<file path="src/rtl/codec_cpd_pkg.sv">
// Shared definitions for the codec clock-mode and power-down controller.
package codec_cpd_pkg;
    // Index of each monitored dual-use or clock pin in the classifier array.
    localparam int PIN_TXM  = 0;
    localparam int PIN_RXM  = 1;
    localparam int PIN_RXB  = 2;
    localparam int NUM_PINS = 3;

    // Result of watching one pin: toggling flag and last sampled level.
    typedef struct packed {
        logic toggling;
        logic level;
    } pin_class_t;
endpackage

</file>
<file path="src/rtl/pin_activity_classifier.sv">
// Classifies one asynchronous pin as toggling or static.
// Assumes: the pin toggles at least once every WINDOW system-clock cycles
// when it carries a clock; the pin is resynchronised here with two flops.
module pin_activity_classifier
    import codec_cpd_pkg::*;
#(
    parameter int WINDOW = 16
) (
    input  logic       clk,
    input  logic       rst_n,
    input  logic       pin_i,
    output pin_class_t cls_o
);
    localparam int CW = $clog2(WINDOW + 1);

    logic [2:0]    samp_q;
    logic [CW-1:0] quiet_q;
    logic          toggling_q;
    logic          pin_edge;

    // Resynchronise the pin and keep one extra stage for edge detection.
    always_ff @(posedge clk) begin
        if (!rst_n) samp_q <= '0;
        else        samp_q <= {samp_q[1:0], pin_i};
    end

    assign pin_edge = samp_q[2] ^ samp_q[1];

    // Count quiet cycles; any edge marks the pin toggling, a full window static.
    always_ff @(posedge clk) begin
        if (!rst_n) begin
            quiet_q    <= '0;
            toggling_q <= 1'b0;
        end else if (pin_edge) begin
            quiet_q    <= '0;
            toggling_q <= 1'b1;
        end else if (quiet_q == CW'(WINDOW - 1)) begin
            toggling_q <= 1'b0;
        end else begin
            quiet_q <= quiet_q + 1'b1;
        end
    end

    assign cls_o = '{toggling: toggling_q, level: samp_q[2]};
endmodule

</file>
<file path="src/rtl/clock_mode_decoder.sv">
// Turns the three pin classifications into operating-mode controls.
// Assumes: a static high on the receive master-clock pin means power-down,
// and a toggling receive bit-clock pin implies the 2.048 MHz divider.
module clock_mode_decoder
    import codec_cpd_pkg::*;
(
    input  pin_class_t txm_i,
    input  pin_class_t rxm_i,
    input  pin_class_t rxb_i,
    output logic       run_ok_o,
    output logic       async_o,
    output logic       shared_bclk_o,
    output logic       mclk_2048_o
);
    // Derive mode selects and the run permission from the pin classes.
    always_comb begin
        async_o       = rxm_i.toggling;
        run_ok_o      = txm_i.toggling && (rxm_i.toggling || !rxm_i.level);
        shared_bclk_o = !rxb_i.toggling;
        mclk_2048_o   = rxb_i.toggling ? 1'b1 : rxb_i.level;
    end
endmodule

</file>
<file path="src/rtl/fsync_activity_monitor.sv">
// Powers the codec up on frame-sync activity and down after a quiet timeout;
// gates the transmit output until the second transmit frame sync.
// Assumes: both frame syncs are asynchronous to clk and last at least
// two system-clock cycles high.
module fsync_activity_monitor #(
    parameter int TIMEOUT = 2000
) (
    input  logic clk,
    input  logic rst_n,
    input  logic tx_fs_i,
    input  logic rx_fs_i,
    input  logic run_ok_i,
    output logic powered_o,
    output logic tx_permit_o
);
    localparam int TW = $clog2(TIMEOUT + 1);

    logic [2:0]    tx_s_q, rx_s_q;
    logic          tx_rise, rx_rise;
    logic          active_q;
    logic [TW-1:0] idle_q;
    logic [1:0]    txcnt_q;

    // Resynchronise both frame syncs with an edge-detect stage.
    always_ff @(posedge clk) begin
        if (!rst_n) begin
            tx_s_q <= '0;
            rx_s_q <= '0;
        end else begin
            tx_s_q <= {tx_s_q[1:0], tx_fs_i};
            rx_s_q <= {rx_s_q[1:0], rx_fs_i};
        end
    end

    assign tx_rise = tx_s_q[1] && !tx_s_q[2];
    assign rx_rise = rx_s_q[1] && !rx_s_q[2];

    // Frame-sync activity flag with restartable idle timeout.
    always_ff @(posedge clk) begin
        if (!rst_n) begin
            active_q <= 1'b0;
            idle_q   <= '0;
        end else if (tx_rise || rx_rise) begin
            active_q <= 1'b1;
            idle_q   <= '0;
        end else if (active_q) begin
            if (idle_q == TW'(TIMEOUT - 1)) begin
                active_q <= 1'b0;
                idle_q   <= '0;
            end else begin
                idle_q <= idle_q + 1'b1;
            end
        end
    end

    assign powered_o = run_ok_i && active_q;

    // Count transmit frame syncs since wake-up, saturating at two.
    always_ff @(posedge clk) begin
        if (!rst_n || !run_ok_i)  txcnt_q <= 2'd0;
        else if (tx_rise)         txcnt_q <= !powered_o ? 2'd1 :
                                             (txcnt_q == 2'd2) ? 2'd2 : txcnt_q + 2'd1;
        else if (!powered_o)      txcnt_q <= 2'd0;
    end

    assign tx_permit_o = powered_o && (txcnt_q == 2'd2);
endmodule

</file>
<file path="src/rtl/codec_clkpwr_ctrl.sv">
// Top of the codec clock-mode and power-down controller.
// Classifies the clock/strap pins, decodes the operating mode and tracks
// frame-sync activity for automatic power management.
// Assumes: all codec pins are asynchronous to clk, which runs several times
// faster than the fastest monitored clock.
module codec_clkpwr_ctrl
    import codec_cpd_pkg::*;
#(
    parameter int ACT_WINDOW = 16,
    parameter int FS_TIMEOUT = 2000
) (
    input  logic clk,
    input  logic rst_n,
    input  logic tx_mclk,
    input  logic rx_mclk_pdn,
    input  logic rx_bclk_sel,
    input  logic tx_fsync,
    input  logic rx_fsync,
    output logic powered_up,
    output logic async_mode,
    output logic shared_bclk,
    output logic mclk_2048,
    output logic tx_permit
);
    logic [NUM_PINS-1:0] pins;
    pin_class_t          cls [NUM_PINS];
    logic                run_ok;

    assign pins[PIN_TXM] = tx_mclk;
    assign pins[PIN_RXM] = rx_mclk_pdn;
    assign pins[PIN_RXB] = rx_bclk_sel;

    // One activity classifier per monitored pin.
    for (genvar i = 0; i < NUM_PINS; i++) begin : g_pin
        pin_activity_classifier #(.WINDOW(ACT_WINDOW)) u_cls (
            .clk   (clk),
            .rst_n (rst_n),
            .pin_i (pins[i]),
            .cls_o (cls[i])
        );
    end

    clock_mode_decoder u_mode (
        .txm_i         (cls[PIN_TXM]),
        .rxm_i         (cls[PIN_RXM]),
        .rxb_i         (cls[PIN_RXB]),
        .run_ok_o      (run_ok),
        .async_o       (async_mode),
        .shared_bclk_o (shared_bclk),
        .mclk_2048_o   (mclk_2048)
    );

    fsync_activity_monitor #(.TIMEOUT(FS_TIMEOUT)) u_fsm (
        .clk         (clk),
        .rst_n       (rst_n),
        .tx_fs_i     (tx_fsync),
        .rx_fs_i     (rx_fsync),
        .run_ok_i    (run_ok),
        .powered_o   (powered_up),
        .tx_permit_o (tx_permit)
    );
endmodule

</file>
<file path="config.mk">
export PLATFORM = sky130hd
export DESIGN_NAME = codec_clkpwr_ctrl
export DESIGN_NICKNAME = d
export VERILOG_FILES = /design/src/rtl/codec_cpd_pkg.sv /design/src/rtl/pin_activity_classifier.sv /design/src/rtl/clock_mode_decoder.sv /design/src/rtl/fsync_activity_monitor.sv /design/src/rtl/codec_clkpwr_ctrl.sv
export SDC_FILE = /design/constraint.sdc
export NUM_CORES = 1
export LEC_CHECK = 0
export CAP_MARGIN = 20
export CORE_MARGIN = 2
export CORE_UTILIZATION = 31
export CTS_CLUSTER_SIZE = 24
export DETAILED_ROUTE_END_ITERATION = 8
export PLACE_DENSITY = 0.47
export SETUP_SLACK_MARGIN = 0.15
export SYNTH_ARGS = -nofsm -noshare
export SYNTH_HDL_FRONTEND = slang
export SYNTH_SLANG_ARGS = --single-unit
</file>
<file path="constraint.sdc">
create_clock -name clk -period 1.4 [get_ports clk]
set_input_delay 0.28 -clock clk [delete_from_list [all_inputs] [get_ports clk]]
set_output_delay 0.28 -clock clk [all_outputs]
set_load 0.02 [all_outputs]
</file>
# Yosys cells after proc, flatten, opt, wreduce, memory -nomap -nowiden
# Cells that the tools add are included.
# word_totals
regBits	47
latchBits	0
ram_bits	0
rom_bits	0
out_inout_bits	5
word_cells	65
memories	0
# classes
add_sub_neg	5
mul	0
div	0
order_cmp	0
eq_ne	6
n_shift	0
n_mux	15
bitwise	4
reduce_logical	21
# op_table
cell	count
adder 5 x 1 -> 5 bit, second input constant	3
equality test 5 x 4 -> 1 bit, second input constant	3
adder 11 x 1 -> 11 bit, second input constant	1
equality test 11 bit, second input constant	1
2-to-1 mux 11 bit	1
2-to-1 mux 1 bit	10
2-to-1 mux 2 bit	4
OR reduction 2 bit	4
logical NOT 1 bit	6
nonzero test 2 bit	3
logical AND 1 bit	5
logical OR 1 bit	3
XOR 1 bit	3
adder 2 x 1 -> 2 bit, second input constant	1
equality test 2 bit, second input constant	1
inequality test 2 bit, second input constant	1
NOT 1 bit	1

# Logic depth before layout (Yosys ltp)
# logic_depth
depth_word	6
depth_mapped	7
mapped_depth_nobuf	6

# Cells and area by module
# From an unflattened synthesis, not the netlist that was laid out.
# unflattened
hier_cells	207
area_unflattened_um2	2093.3
# modules_own_cells
module	instances	cells_per_inst	area_per_inst_um2	seq_area_each_um2
pin_activity_classifier	3	36	382.9	180.2
fsync_activity_monitor	1	94	915.9	400.4
clock_mode_decoder	1	5	28.8	0.0

# Worst setup path before layout
# No wires, ideal clock.
# synth_path
path_kind	register to register
start	reg g_pin[0].u_cls.quiet_q[0]
end	reg g_pin[0].u_cls.quiet_q[3]
setup_ns	0.117
arrival_time_ns	1.364
required_time_ns	1.283
slack_ns	-0.081
stages_incl_launch_ff	8
path_cell_list	dfxtp_1 ha_1 and3_1 ha_1 clkbuf_1 nand4b_1 xor2_1 nor2_1
# synth_via
elab_chain_len	1
word_cells_on_any_way	2
classes_between	add/sub (1); eq/ne (1)
# synth_rtl
element	line_no	source
from (decl)	pin_activity_classifier.sv:17	logic [CW-1:0] quiet_q;
from (signal assigned)	pin_activity_classifier.sv:40	quiet_q <= quiet_q + 1'b1;
adder 5 x 1 -> 5 bit or equality test 5 x 4 -> 1 bit (tied branches)	pin_activity_classifier.sv:40, pin_activity_classifier.sv:37	
# Several ways; a longest one is shown, not always the timed one.
# A chain may end at the register's enable or synchronous reset.

# Final worst setup path
# layout_path
start	reg g_pin[1].u_cls.samp_q[2]
end	out tx_permit
# layout_via
elab_chain_len	5
# layout_rtl
element	line_no	source
from (decl)	pin_activity_classifier.sv:16	logic [2:0] samp_q;
from (signal assigned)	pin_activity_classifier.sv:24	else samp_q <= {samp_q[1:0], pin_i};
logical NOT 1 bit	clock_mode_decoder.sv:18	run_ok_o = txm_i.toggling && (rxm_i.toggling || !rxm_i.level);
logical OR 1 bit	clock_mode_decoder.sv:18	
logical AND 1 bit	clock_mode_decoder.sv:18	
logical AND 1 bit	fsync_activity_monitor.sv:56	assign powered_o = run_ok_i && active_q;
logical AND 1 bit	fsync_activity_monitor.sv:66	assign tx_permit_o = powered_o && (txcnt_q == 2'd2);
to (decl)	codec_clkpwr_ctrl.sv:23	output logic tx_permit
# Every way passes these cells.

==> run_results.csv <==
group,metric,value,unit
timing,max_slew_margin,77.5,%
detailed_routing,first_pass_iters,4,
yosys,synthTopCellsByCount,"47 x dfxtp_1, 25 x nor2_1, 18 x and2_1",
timing,slew_violations,0,
cells_and_area,design_area,2910,um^2
timing,fmax,0.656,GHz
hold_path,min_path_type,"reg2reg",
global_routing,grt_use_met3,2.67,%
critical_path,worst_setup_path_start_kind,"flop",
yosys,syn-num-nets,228,
cells_and_area,syn_to_final_growth,48.2,%
cells_and_area,final_layout_size_suffix_gt1_share,43.9,%
yosys,synth_edf_count,0,
global_routing,gr-total-overflow,0,
place,post-place-ws,-0.264,ns
global_routing,grt_pass1_wl,6.64,mm
outcome,violations,"negative setup slack",
floorplanning,dieArea,6980,um^2
yosys,synth_most_common_cell,"dfxtp_1",
timing,totalNegativeSetupSlack,-0.244,ns
yosys,yosysUniqueCellTypes,36,
global_routing,met2_usage,18.5,%
yosys,synth_area_leaders,"dfxtp_1 48%, and2_1 5.7%, ha_1 5.7%",
floorplanning,core_area,6030,um^2
critical_path,endpoint_kind,"primary output",
place,io_buffers,11,
clock_tree,cts_buffers,5,
clock_tree,htreeDepth,2,
yosys,synth_area,1960,um^2
detailed_routing,drt_iter0_drc,53,
yosys,post-synth-top-area-cell,"dfxtp_1",
critical_path,critPathKind,"reg2out",
timing,rsz0062_at_grt,"true",
global_routing,grt_pass1_vias,1486,
floorplanning,die_h,83.6,um
floorplanning,io_pins,12,
clock_tree,clockBufferDepth,2,
clock_tree,cts_root_buffer,"clkbuf_8",
place,dpl_cell_area,2430,um^2
detailed_routing,route.detailed.drc,0,
cells_and_area,num_antenna_cells,0,
clock_tree,cts.sinks,47,
place,dp_hpwl,2.68,mm
pwr,total_power,0.00266,W
yosys,ys_async_sr_fraction,0,%
detailed_routing,wl_per_cell,11.2,um
job,max-cap-violations,0,
detailed_routing,vias_per_cell,4.61,
place,gp_congestion,0.689,
yosys,ys_ff_latch,47,
global_routing,grt_use_total,11.7,%
cells_and_area,nets,287,
yosys,ys_seq_area_share,48.0,%
yosys,syn-instance-count,212,
timing,fin_crit_sh,109,%
critical_path,crit_fanout,2,
timing,final-setup-viol-count,2,
pwr,ir_worst_vdd,0.000547,V
yosys,syn_area_per_cell,9.25,um^2
detailed_routing,drt_wl_total,3.86,mm
clock_tree,path_clk_slew,0.08,ns
detailed_routing,drtAntennaViolNets,0,
yosys,netlist.area_leader.share,48.0,%
floorplanning,die_w,83.6,um
timing,fin_skew,0.00453,ns
yosys,synth_ff_type,"dfxtp_1",
global_routing,met1_usage,15.4,%
cells_and_area,fin_util,48.2,%
critical_path,critical_path_arrival,1.24,ns
clock_tree,clk_latency,0.29,ns
outcome,status,"complete, but fails checks",
yosys,synth_warnings,0,
floorplanning,fp-row-count,28,
global_routing,grt-busiest-layer,"met2",
timing,post-route-min-period,1.52,ns
timing,tightestPinTransition,0.333,ns
critical_path,cp.required,1.12,ns
floorplanning,initial_core_util,32.6,%
pwr,power.density,914,nW/um^2
clock_tree,tritoncts,"yes",
detailed_routing,vias,1594,
global_routing,grt_max_degree,14,
timing,finalHoldViolations,0,
timing,setup_ws,-0.124,ns
global_routing,grt_antenna_before_repair,0,
pwr,p_leak,1.14,nW
==> flip-flops by register name (all words and copies together), names as in the netlist <==
signal and cells:
g_pin.u_cls.quiet_q 15, g_pin.u_cls.samp_q 9, g_pin.u_cls.toggling_q 3, u_fsm.active_q 1, u_fsm.idle_q 11, u_fsm.rx_s_q 3
u_fsm.tx_s_q 3, u_fsm.txcnt_q 2
==> stage by stage <==
step,cells,hold slack (ns)
after global placement,319,0.415
after global routing,346,0.452
after detailed placement,319,0.420
after floorplan,212,0.407
final,346,0.438
after CTS,336,0.442
==> report_power, final <==
part,leakage [nW],internal [W],switching (W)
sequential,0.391,0.00139,0.0000351
clock,0.0513,0.000524,0.000433
combinational,0.699,0.000154,0.000119
total,1.14,0.00207,0.000588
==> logic make-up (layout without fill, tap and decap cells) <==
family / count (synthesis) / in the layout / synth area share (%)
muxes: 4 / 4 / 2.04
buffers and inverters: 18 / 77 / 3.89
AOI/OAI and AO/OA: 26 / 26 / 7.72
adders and majority gates: 9 / 9 / 5.74
DFF: 47 / 47 / 48.0
and+or+nand+nor: 94 / 94 / 26.4
xor gates and xnor gates: 14 / 14 / 6.25
==> repair_timing <==
item                       CTS  global route
resized for setup           61            24
setup buffers               10            10
hold buffers                 0             0
pin swaps                   29            36
setup endpoints to repair   27            33
==> metal layers <==
layer,part of all wire [%],vias up
met4,1.4,0
met5,0,-
li1,-,831
met1,52,741
met3,2.5,4
met2,45,18
==> cells in the final DEF, fill, tap and decap left out, types with 2 or more instances in the layout <==
cell | synthesis | layout
a21oi_1 | 15 | 9
a21oi_2 | 0 | 6
and2_1 | 18 | 17
and3_4 | 0 | 3
and4_4 | 0 | 2
and4b_2 | 1 | 2
buf_4 | 0 | 36
buf_6 | 1 | 16
clkbuf_8 | 0 | 5
clkdlybuf4s50_1 | 0 | 6
dfxtp_1 | 47 | 30
dfxtp_2 | 0 | 17
ha_1 | 9 | 2
ha_4 | 0 | 7
inv_1 | 11 | 9
inv_2 | 0 | 2
mux2i_1 | 4 | 4
nand2_1 | 15 | 12
nand2_2 | 0 | 3
nand2b_1 | 3 | 2
nand3_1 | 5 | 3
nand4_1 | 4 | 4
nand4b_1 | 3 | 3
nor2_1 | 25 | 22
nor2_4 | 0 | 3
nor2b_1 | 5 | 2
nor2b_2 | 0 | 2
o211ai_1 | 2 | 2
o21ai_0 | 4 | 3
xnor2_1 | 6 | 6
xor2_1 | 8 | 8
==> area by class of cell <==
type                            count  area (um^2)
Fill cell                         605         3120
Multi-Input combinational cell    147         1190
Sequential cell                    47          962
Timing Repair Buffer               59          515
Tap cell                           75         93.8
Clock buffer                        6         72.6
Inverter                           11         41.3
Clock inverter                      1         30.0
==> worst max-delay path, stage by stage, from the launching register on <==
cell and delay (ns):
dfxtp_2 0.34, inv_2 0.03, o211ai_1 0.26, inv_2 0.07, and2_4 0.14, buf_6 0.12
==> path summary, 6_finish.rpt <==
check        slack (ns)                     start                        to  cells past startpoint
min reg2reg        0.44  g_pin[0].u_cls.samp_q[0]  g_pin[0].u_cls.samp_q[1]                      1
max reg2reg        0.03           u_fsm.idle_q[5]          u_fsm.idle_q[10]                      4
min                0.44  g_pin[0].u_cls.samp_q[0]  g_pin[0].u_cls.samp_q[1]                      1
max               -0.12  g_pin[1].u_cls.samp_q[2]                 tx_permit                      5
Power figures use the tool's default switching activity.
